`config.mk`:
```
export PLATFORM = sky130hd
export DESIGN_NAME = ide_io_decoder
export DESIGN_NICKNAME = d
export VERILOG_FILES = /design/src/rtl/ide_dec_pkg.sv /design/src/rtl/ide_base_regs.sv /design/src/rtl/ide_win_match.sv /design/src/rtl/ide_route.sv /design/src/rtl/ide_io_decoder.sv
export SDC_FILE = /design/constraint.sdc
export NUM_CORES = 1
export LEC_CHECK = 0
export BUFFER_PORTS_ARGS = -buffer_cell sky130_fd_sc_hd__buf_2
export CAP_MARGIN = 10
export CORE_AREA = 2 2 143 145
export CTS_CLUSTER_DIAMETER = 150
export DETAILED_ROUTE_END_ITERATION = 8
export DIE_AREA = 0 0 145 147
export GPL_TIMING_DRIVEN = 0
export PLACE_DENSITY_LB_ADDON = 0.3
export SETUP_SLACK_MARGIN = 0.1
export SYNTH_ARGS = -nofsm -noshare
export SYNTH_HDL_FRONTEND = slang
export SYNTH_HIERARCHICAL = 1
export SYNTH_SLANG_ARGS = --single-unit
```
`constraint.sdc`:
```
create_clock -name clk -period 6.25 [get_ports clk]
set_input_delay 1.875 -clock clk [delete_from_list [all_inputs] [get_ports clk]]
set_output_delay 1.875 -clock clk [all_outputs]
set_load 0.05 [all_outputs]
```
`src/rtl/ide_dec_pkg.sv`:
```
package ide_dec_pkg;

  localparam int unsigned AW   = 32;
  localparam int unsigned DW   = 32;
  localparam int unsigned NWIN = 5;
  localparam int unsigned IDXW = 3;
  localparam int unsigned OFSW = 5;

  typedef enum logic [IDXW-1:0] {
    WIN_C0_CMD = 3'd0,
    WIN_C0_CTL = 3'd1,
    WIN_C1_CMD = 3'd2,
    WIN_C1_CTL = 3'd3,
    WIN_BM     = 3'd4
  } win_e;

  // log2 of each window's byte span
  function automatic int unsigned win_lg(input int unsigned i);
    case (i)
      0, 2:    return 3;
      1, 3:    return 2;
      default: return 4;
    endcase
  endfunction

  // sizing mask: address bits above the span writable, bit 0 set as I/O flag
  function automatic logic [AW-1:0] win_mask(input int unsigned i);
    logic [AW-1:0] low;
    low = {AW{1'b1}} >> (AW - win_lg(i));
    return ~low | {{(AW-1){1'b0}}, 1'b1};
  endfunction

  // local channel offset: control registers shifted up by ctl_add
  function automatic logic [OFSW-1:0] chan_ofs(input logic [AW-1:0] addr,
                                               input logic is_ctl,
                                               input logic [OFSW-1:0] ctl_add);
    if (is_ctl) return ctl_add + {3'b000, addr[1:0]};
    return {2'b00, addr[2:0]};
  endfunction

endpackage

```
`src/rtl/ide_base_regs.sv`:
```
module ide_base_regs
  import ide_dec_pkg::*;
(
  input  logic                     clk,
  input  logic                     rst_n,
  input  logic                     ld,
  input  logic [IDXW-1:0]          idx,
  input  logic [AW-1:0]            wdata,
  output logic [NWIN-1:0][AW-1:0]  bases,
  output logic [AW-1:0]            rd_data,
  output logic [AW-1:0]            rd_mask
);

  logic idx_ok;
  assign idx_ok = (int'(idx) < NWIN);

  always_ff @(posedge clk) begin
    if (!rst_n) begin
      bases <= '0;
    end else if (ld && idx_ok) begin
      bases[idx] <= {wdata[AW-1:2], 2'b00};
    end
  end

  always_comb begin
    rd_data = '0;
    rd_mask = '0;
    if (idx_ok) begin
      rd_data = bases[idx];
      rd_mask = win_mask(int'(idx));
    end
  end

  // stored bases never carry bits [1:0]
  genvar g;
  generate
    for (g = 0; g < NWIN; g++) begin : g_chk
      assert_base_lowbits_R2: assert property (@(posedge clk) disable iff (!rst_n)
        bases[g][1:0] == 2'b00);
    end
  endgenerate

  assert_bad_idx_stable_R2: assert property (@(posedge clk) disable iff (!rst_n)
    (ld && !idx_ok) |=> $stable(bases));

  assert_no_load_stable_R2: assert property (@(posedge clk) disable iff (!rst_n)
    !ld |=> $stable(bases));

endmodule

```
`src/rtl/ide_win_match.sv`:
```
module ide_win_match
  import ide_dec_pkg::*;
#(
  parameter int unsigned LG = 3
) (
  input  logic [AW-1:0] base,
  input  logic [AW-1:0] addr,
  output logic          hit
);

  localparam logic [AW-1:0] LOW_MASK = {AW{1'b1}} >> (AW - LG);

  assign hit = ((addr & ~LOW_MASK) == base);

endmodule

```
`src/rtl/ide_route.sv`:
```
module ide_route
  import ide_dec_pkg::*;
#(
  parameter logic [OFSW-1:0] CTL_OFS = 5'h14
) (
  input  logic             clk,
  input  logic             rst_n,
  input  logic [NWIN-1:0]  win_hit,
  input  logic             io_rd,
  input  logic             io_wr,
  input  logic [AW-1:0]    io_addr,
  input  logic [2:0]       io_size,
  input  logic [DW-1:0]    io_wdata,
  output logic [DW-1:0]    io_rdata,
  output logic             io_hit,
  output logic             ch0_rd,
  output logic             ch0_wr,
  output logic [OFSW-1:0]  ch0_ofs,
  output logic [2:0]       ch0_size,
  output logic [DW-1:0]    ch0_wdata,
  input  logic [DW-1:0]    ch0_rdata,
  output logic             ch1_rd,
  output logic             ch1_wr,
  output logic [OFSW-1:0]  ch1_ofs,
  output logic [2:0]       ch1_size,
  output logic [DW-1:0]    ch1_wdata,
  input  logic [DW-1:0]    ch1_rdata,
  output logic             bm_rd,
  output logic             bm_wr,
  output logic [3:0]       bm_ofs,
  output logic [7:0]       bm_wdata,
  input  logic [7:0]       bm_rdata
);

  // fixed priority, highest first
  localparam int unsigned PRIO [NWIN] = '{0, 2, 1, 3, 4};

  logic [NWIN-1:0] grant;
  logic            taken;
  logic            acc;
  logic            sel_c0, sel_c1, sel_bm;

  always_comb begin
    grant = '0;
    taken = 1'b0;
    for (int k = 0; k < NWIN; k++) begin
      if (!taken && win_hit[PRIO[k]]) begin
        grant[PRIO[k]] = 1'b1;
        taken          = 1'b1;
      end
    end
  end

  assign acc    = io_rd | io_wr;
  assign sel_c0 = grant[WIN_C0_CMD] | grant[WIN_C0_CTL];
  assign sel_c1 = grant[WIN_C1_CMD] | grant[WIN_C1_CTL];
  assign sel_bm = grant[WIN_BM];
  assign io_hit = acc & taken;

  assign ch0_rd    = io_rd & sel_c0;
  assign ch0_wr    = io_wr & sel_c0;
  assign ch0_ofs   = chan_ofs(io_addr, grant[WIN_C0_CTL], CTL_OFS);
  assign ch0_size  = io_size;
  assign ch0_wdata = io_wdata;

  assign ch1_rd    = io_rd & sel_c1;
  assign ch1_wr    = io_wr & sel_c1;
  assign ch1_ofs   = chan_ofs(io_addr, grant[WIN_C1_CTL], CTL_OFS);
  assign ch1_size  = io_size;
  assign ch1_wdata = io_wdata;

  assign bm_rd    = io_rd & sel_bm;
  assign bm_wr    = io_wr & sel_bm;
  assign bm_ofs   = io_addr[3:0];
  assign bm_wdata = io_wdata[7:0];

  always_comb begin
    if (sel_c0)      io_rdata = ch0_rdata;
    else if (sel_c1) io_rdata = ch1_rdata;
    else if (sel_bm) io_rdata = {{(DW-8){1'b0}}, bm_rdata};
    else             io_rdata = '1;
  end

  assert_one_target_R9: assert property (@(posedge clk) disable iff (!rst_n)
    $onehot0({ch0_rd | ch0_wr, ch1_rd | ch1_wr, bm_rd | bm_wr}));

  assert_strobe_needs_hit_R9: assert property (@(posedge clk) disable iff (!rst_n)
    (ch0_rd | ch0_wr | ch1_rd | ch1_wr | bm_rd | bm_wr) |-> io_hit);

  assert_miss_quiet_R8: assert property (@(posedge clk) disable iff (!rst_n)
    !io_hit |-> !(ch0_rd | ch0_wr | ch1_rd | ch1_wr | bm_rd | bm_wr));

  assert_miss_ones_R8: assert property (@(posedge clk) disable iff (!rst_n)
    (io_rd && !io_hit) |-> (io_rdata == '1));

  assert_ctl_ofs_R5: assert property (@(posedge clk) disable iff (!rst_n)
    (acc && grant[WIN_C0_CTL]) |-> (ch0_ofs >= CTL_OFS && ch0_ofs <= CTL_OFS + 5'd3));

  assert_cmd_ofs_R4: assert property (@(posedge clk) disable iff (!rst_n)
    (acc && grant[WIN_C1_CMD]) |-> (ch1_ofs < 5'd8));

  assert_prio_R7: assert property (@(posedge clk) disable iff (!rst_n)
    (acc && win_hit[WIN_C0_CMD]) |-> (ch0_rd | ch0_wr));

endmodule

```
`src/rtl/ide_io_decoder.sv`:
```
module ide_io_decoder
  import ide_dec_pkg::*;
#(
  parameter logic [OFSW-1:0] CTL_OFS = 5'h14
) (
  input  logic             clk,
  input  logic             rst_n,
  input  logic             base_ld,
  input  logic [IDXW-1:0]  base_idx,
  input  logic [AW-1:0]    base_wdata,
  output logic [AW-1:0]    base_rdata,
  output logic [AW-1:0]    base_mask,
  input  logic             io_rd,
  input  logic             io_wr,
  input  logic [AW-1:0]    io_addr,
  input  logic [2:0]       io_size,
  input  logic [DW-1:0]    io_wdata,
  output logic [DW-1:0]    io_rdata,
  output logic             io_hit,
  output logic             ch0_rd,
  output logic             ch0_wr,
  output logic [OFSW-1:0]  ch0_ofs,
  output logic [2:0]       ch0_size,
  output logic [DW-1:0]    ch0_wdata,
  input  logic [DW-1:0]    ch0_rdata,
  output logic             ch1_rd,
  output logic             ch1_wr,
  output logic [OFSW-1:0]  ch1_ofs,
  output logic [2:0]       ch1_size,
  output logic [DW-1:0]    ch1_wdata,
  input  logic [DW-1:0]    ch1_rdata,
  output logic             bm_rd,
  output logic             bm_wr,
  output logic [3:0]       bm_ofs,
  output logic [7:0]       bm_wdata,
  input  logic [7:0]       bm_rdata
);

  logic [NWIN-1:0][AW-1:0] bases;
  logic [NWIN-1:0]         win_hit;

  ide_base_regs u_bases (
    .clk     (clk),
    .rst_n   (rst_n),
    .ld      (base_ld),
    .idx     (base_idx),
    .wdata   (base_wdata),
    .bases   (bases),
    .rd_data (base_rdata),
    .rd_mask (base_mask)
  );

  genvar w;
  generate
    for (w = 0; w < NWIN; w++) begin : g_win
      ide_win_match #(.LG(win_lg(w))) u_match (
        .base (bases[w]),
        .addr (io_addr),
        .hit  (win_hit[w])
      );
    end
  endgenerate

  ide_route #(.CTL_OFS(CTL_OFS)) u_route (
    .clk       (clk),
    .rst_n     (rst_n),
    .win_hit   (win_hit),
    .io_rd     (io_rd),
    .io_wr     (io_wr),
    .io_addr   (io_addr),
    .io_size   (io_size),
    .io_wdata  (io_wdata),
    .io_rdata  (io_rdata),
    .io_hit    (io_hit),
    .ch0_rd    (ch0_rd),
    .ch0_wr    (ch0_wr),
    .ch0_ofs   (ch0_ofs),
    .ch0_size  (ch0_size),
    .ch0_wdata (ch0_wdata),
    .ch0_rdata (ch0_rdata),
    .ch1_rd    (ch1_rd),
    .ch1_wr    (ch1_wr),
    .ch1_ofs   (ch1_ofs),
    .ch1_size  (ch1_size),
    .ch1_wdata (ch1_wdata),
    .ch1_rdata (ch1_rdata),
    .bm_rd     (bm_rd),
    .bm_wr     (bm_wr),
    .bm_ofs    (bm_ofs),
    .bm_wdata  (bm_wdata),
    .bm_rdata  (bm_rdata)
  );

  // base readback is zero in the first cycle after reset
  assert_reset_zero_R1: assert property (@(posedge clk)
    (rst_n && !$past(rst_n)) |-> (base_rdata == '0));

endmodule

```
==> results.tsv, run 1 <==
metric	value	unit
busiest_layer	met2	
drcViolationCount	0	
synth_area_per_cell	8.168	sq um
p_leak	5.816	nW
regMostFlops	u_bases/bases	
cp.arrival	4370	ps
netlist_area	0.009957	sq mm
grt_use_met2	61.48	%
start_kind	input port	
required	4380	ps
synth_xor_area_share	12.84	%
cts_buffer_depth	2	
grtUsageMet1	52.33	%
synth_top_family_by_area	compound AO/OA/AOI/OAI gates	
synth_compound_area_share	23.20	%
ys.flop_type	dfxtp_1	
rsz0062_at_grt	true	
async_reset_ff_share	0	%
ys_types	44	
largest_reg_flops	150	
grt_first_pass_wirelength	63.78	mm
worst_pin_slew	974.2	ps
grt.overflow.total	0	
wl_per_cell	23.39	microns
muxShareOfSynthArea	3.016	%
io_buffers	327	
ys_seq_elements	150	
die_y	147	microns
gr-usage-met3	10.12	%
synth_simple_gate_area_share	17.73	%
crit_fanout	8	
synthAdderAreaFrac	0	%
synth_warnings	6	
antenna_found_initial	0	
clock-skew-final	0	ps
dp_hpwl	33.63	mm
max_stage_delay	440	ps
yosys.area.top_type	dfxtp_1	
synth.area.top_cells	dfxtp_1, nand2_1, xor2_1, buf_4, a21boi_0	
crit_chain	buf_8, xor2_4, nor4_4, nand4_1, nor4_4, nor2b_4, buf_6, buf_6, nor3b_1, o32a_1, buf_6	
rows	52	
vias	10821	
core_area	0.01984	sq mm
report.final.setup_viol	0	
grt_max_degree	17	
vdd_drop_max	0.0001924	V
first_pass_iters	6	
fin_crit	6242	ps
die_area	0.02132	sq mm
initial_core_util	50.18	%
cts-root-buf	clkbuf_16	
setup_ws	8.303	ps
first_iter_violations	1425	
layout-drive-gt1-share	37.08	%
yosysTopAreaCellShare	30.16	%
cp-end-kind	output port	
seq_area_frac_synth	30.16	%
synth-edff-count	0	
cts_tree	done	
finalHoldViolations	0	
fp.dieW	145	microns
seqCellArea	0.003003	sq mm
cts_buffers	17	
status	completed	
cts.sinks	150	
clk_latency	420	ps
max_cap_violations	0	
fin_crit_sh	99.87	%
grt_pass1_vias	9982	
hold_ws	478.1	ps
slowest_stage	nor4_4	
vias_per_cell	5.753	
multiInputGateArea	0.006265	sq mm
place_congestion	1.036	
ant_nets	0	
nFillCells	1635	
drt_wl_total	43.99	mm
hold_class	reg -> reg	
relSlewSlack	35.05	%
top_regs	u_bases/bases (150)	
postCtsHoldBufs	0	
grt_usage	39.81	%
yosysMostFrequentCell	nand2_1	
area_growth	36.40	%
synth.top_cells.by_count	nand2_1, dfxtp_1, buf_4	
slew_violations	0	
cp_common_cell	buf_6	
clk_pin_slew_worst_paths	60	ps
crit_type	in -> out	
pwr_density_cell	194.3	mW/mm^2
io_pins	374	
place_ws	-720.2	ps
syn_inst	1219	
fmax	160.2	MHz
nets	1776	
htree_levels	4	
-- placed cells by master (no fill, tap or decap), types with 4 or more instances in the layout --
cell        count
buf_2         304
nand2_1       300
buf_4         154
dfxtp_1       150
xor2_1        104
a21boi_0       75
a21boi_1       75
clkbuf_1       54
buf_6          30
mux2i_1        30
o2bb2ai_1      30
a221o_1        30
xnor2_1        29
o211ai_1       24
a2bb2oi_2      21
nor4_1         18
clkbuf_16      17
nand4_1        15
conb_1         15
o21ai_0         9
nor3b_1         9
nor4_4          8
o21a_1          8
o32a_1          8
nor4_2          7
xor2_2          7
clkinvlp_4      6
xor2_4          6
nor3_1          4
-- area by class of cell --
class | count | share of cell area [%]
multi-input combinational | 872 | 46.13
sequential | 150 | 22.11
timing repair buffer | 346 | 15.01
buffer | 206 | 9.885
clock buffer | 21 | 3.316
tap | 270 | 2.487
clock inverter | 11 | 0.9397
inverter | 4 | 0.1105
antenna | 1 | 0.01842
-- kinds of logic (layout without fill, tap and decap cells) --
family                 Yosys count  count (layout)
XOR/XNOR                       146             146
flip-flops                     150             150
AO/OA/AOI/OAI                  289             289
other                            2              16
multiplexers                    30              30
AND/OR/NAND/NOR                392             392
buffers and inverters          210             588
-- repair_timing --
item                       CTS  global route
setup endpoints to repair   43            34
setup buffers                5            12
pin swaps                   17            23
gates cloned                 3             0
resized for setup           82            91
-- power by group --
| part | switching [mW] | total [mW] | internal [mW] |
|---|---|---|---|
| Clock | 0.414 | 1.01 | 0.598 |
| Sequential | 0.0220 | 0.999 | 0.977 |
| Combinational | 0.417 | 0.628 | 0.210 |
| Total | 0.854 | 2.64 | 1.79 |
-- path summary, 6_finish.rpt --
check	from	to	slack [ps]	cells after the start
max	io_addr[6]	io_rdata[5]	8	11
min reg2reg	u_bases/bases[2]	u_bases/bases[2]	480	2
min	u_bases/bases[2]	u_bases/bases[2]	480	2
max reg2reg	u_bases/bases[41]	u_bases/bases[41]	5420	2
-- stage by stage --
step / TNS, ps / area [sq um] / cells / power (mW) / util [%]
after floorplan: -173.0 / 10140 / 1232 / 1.396 / -
after global placement: -19960 / 12110 / 1829 / 1.599 / 61.03
after detailed placement: -18980 / 12110 / 1829 / 1.602 / 61.03
after CTS: 0 / 13120 / 1869 / 2.613 / 66.12
after global routing: 0 / 13580 / 1880 / 2.708 / 68.43
final: 0 / 13580 / 1881 / 2.639 / 68.44
-- metal layers --
| layer | vias up | wire (microns) |
|---|---|---|
| met5 | - | 0 |
| met4 | 0 | 2379 |
| met3 | 158 | 5233 |
| met2 | 814 | 19440 |
| met1 | 5013 | 16940 |
| li1 | 4836 | - |
-- critical path, delay by kind of cell --
kind                      cells  cell delay [ps]
and+or+nand+nor               5             1300
buffers and inverters         4              610
AOI/OAI and AO/OA             1              410
xor gates and xnor gates      1              160
Note: power is estimated with default switching activity, not from simulation.
==> run 2, diff against run 1 <==
--- a/config.mk
+++ b/config.mk
@@ -7,10 +7,10 @@
 export LEC_CHECK = 0
 export BUFFER_PORTS_ARGS = -buffer_cell sky130_fd_sc_hd__buf_2
 export CAP_MARGIN = 10
-export CORE_AREA = 2 2 143 145
+export CORE_ASPECT_RATIO = 0.9
+export CORE_UTILIZATION = 46
 export CTS_CLUSTER_DIAMETER = 150
 export DETAILED_ROUTE_END_ITERATION = 8
-export DIE_AREA = 0 0 145 147
 export GPL_TIMING_DRIVEN = 0
 export PLACE_DENSITY_LB_ADDON = 0.3
 export SETUP_SLACK_MARGIN = 0.1
==> constraint.sdc (replaced) <==
create_clock -name clk -period 5.2 [get_ports clk]
set_input_delay 1.56 -clock clk [delete_from_list [all_inputs] [get_ports clk]]
set_output_delay 1.56 -clock clk [all_outputs]
set_load 0.05 [all_outputs]
==> run 2 against run 1 <==
  * Non-clock buffer count is 7 higher
  * Register-to-register slack worse by 1100 ps
  * Design area is 5.4% higher
  * Core utilization is 0.32 points lower
  * The flow now finishes with violations (negative setup slack)
  * Largest power group unchanged
==> results.tsv, run 2 (synthesis gave the netlist of run 1 again) <==
metric	value	unit
setup_ws	-299.8	ps
fmax	181.8	MHz
status	finished, violations left	
ant_nets	0	
io_buffers	327	
finalHoldViolations	0	
largest_reg_flops	150	
cp-end-kind	output port	
first_pass_iters	7	
nets	1783	
fin_crit_sh	105.8	%
power	3.259	mW
start_kind	input port	
hold_ws	478.2	ps
vdd_drop_max	0.0002526	V
relSlewSlack	43.43	%
final_cell_mix	nand2_1, buf_2, dfxtp_1, buf_4, xor2_1	
cts.sinks	150	
grt_max_degree	17	
grt_usage	36.49	%
grt_first_pass_wirelength	59.36	mm
final_common_cell	nand2_1	
max_cap_violations	0	
place_ws	-1055	ps
clk_pin_slew_worst_paths	60	ps
clock-skew-final	0	ps
cp.arrival	3940	ps
area_growth	43.80	%
clk_latency	430	ps
antenna_found_initial	4	
vias_per_cell	5.766	
drcViolationCount	0	
fin_setup_tns	-8373	ps
first_iter_violations	1342	
hold_class	reg -> reg	
rsz0062_at_grt	true	
regMostFlops	u_bases/bases	
drt_wl_total	43.03	mm
worst_pin_slew	848.5	ps
vias	10985	
pwr_density_cell	227.6	mW/mm^2
io_pins	374	
crit_fanout	7	
fp.dieW	157.1	microns
grt.overflow.total	0	
rows	50	
cts_buffer_depth	2	
violations	negative setup slack	
dp_hpwl	31.30	mm
layout-drive-gt1-share	38.68	%
cts_tree	done	
place_congestion	0.9838	
die_area	0.02224	sq mm
initial_core_util	47.37	%
die_y	141.6	microns
slew_violations	0	
crit_type	in -> out	
core_area	0.02102	sq mm
required	3640	ps
htree_levels	4	
post-route-util	68.12	%
fin_crit	5500	ps
report.final.setup_viol	36	
wl_per_cell	22.59	microns
postCtsHoldBufs	0	
top_regs	u_bases/bases (150)	
grt_pass1_vias	9770	
p_leak	6.076	nW
cts-root-buf	clkbuf_16	
cts_buffers	17	
## run 2: layout make-up
class,instances,area [sq um]
clock inverter,8,121.4
tap,286,357.8
multi-input combinational,872,6603
fill,1657,6701
inverter,4,15.01
buffer,206,1383
sequential,150,3003
timing repair buffer,353,2341
clock buffer,23,488.0
antenna,3,7.507
## run 2: path summary, 6_finish.rpt
check / cells past startpoint / slack, ps / to / start
min: 2 / 480 / u_bases/bases[131] / u_bases/bases[131]
min reg2reg: 2 / 480 / u_bases/bases[131] / u_bases/bases[131]
max: 14 / -300 / io_rdata[15] / io_addr[7]
max reg2reg: 2 / 4350 / u_bases/bases[41] / u_bases/bases[41]
## run 2: repair_timing
action	4_1_cts	5_1_grt
cloned	2	2
setup buffers	8	14
endpoints found under the setup margin	52	66
pin swaps	22	21
gates resized for setup	191	70
## run 2: through the flow
stage	instance area, sq um	instances
floorplan	10430	1232
global placement	12420	1845
detailed placement	12420	1845
CTS	13920	1886
global route	14320	1905
finish	14320	1905
## run 2: per-layer routing
metal  global-route usage, %  share of wire (%)
met5                       0                  0
met4                   19.47                5.8
met3                   7.911                 11
met2                   58.13                 45
met1                   46.08                 38
## run 2: power breakdown
group / internal, mW / switching, mW / total [mW]
Combinational: 0.272 / 0.497 / 0.769
Clock: 0.801 / 0.487 / 1.29
Sequential: 1.17 / 0.0274 / 1.20
Total: 2.25 / 1.01 / 3.26
## run 2: critical path, stage by stage
cell and delay (ps):
buf_12 110, buf_12 120, xor2_1 140, nor4_1 270, nand4_1 310, nor4_4 220
buf_4 180, nor2b_4 140, buf_6 140, buf_8 130, buf_4 110, o211ai_1 140
a2bb2oi_4 190, buf_6 170
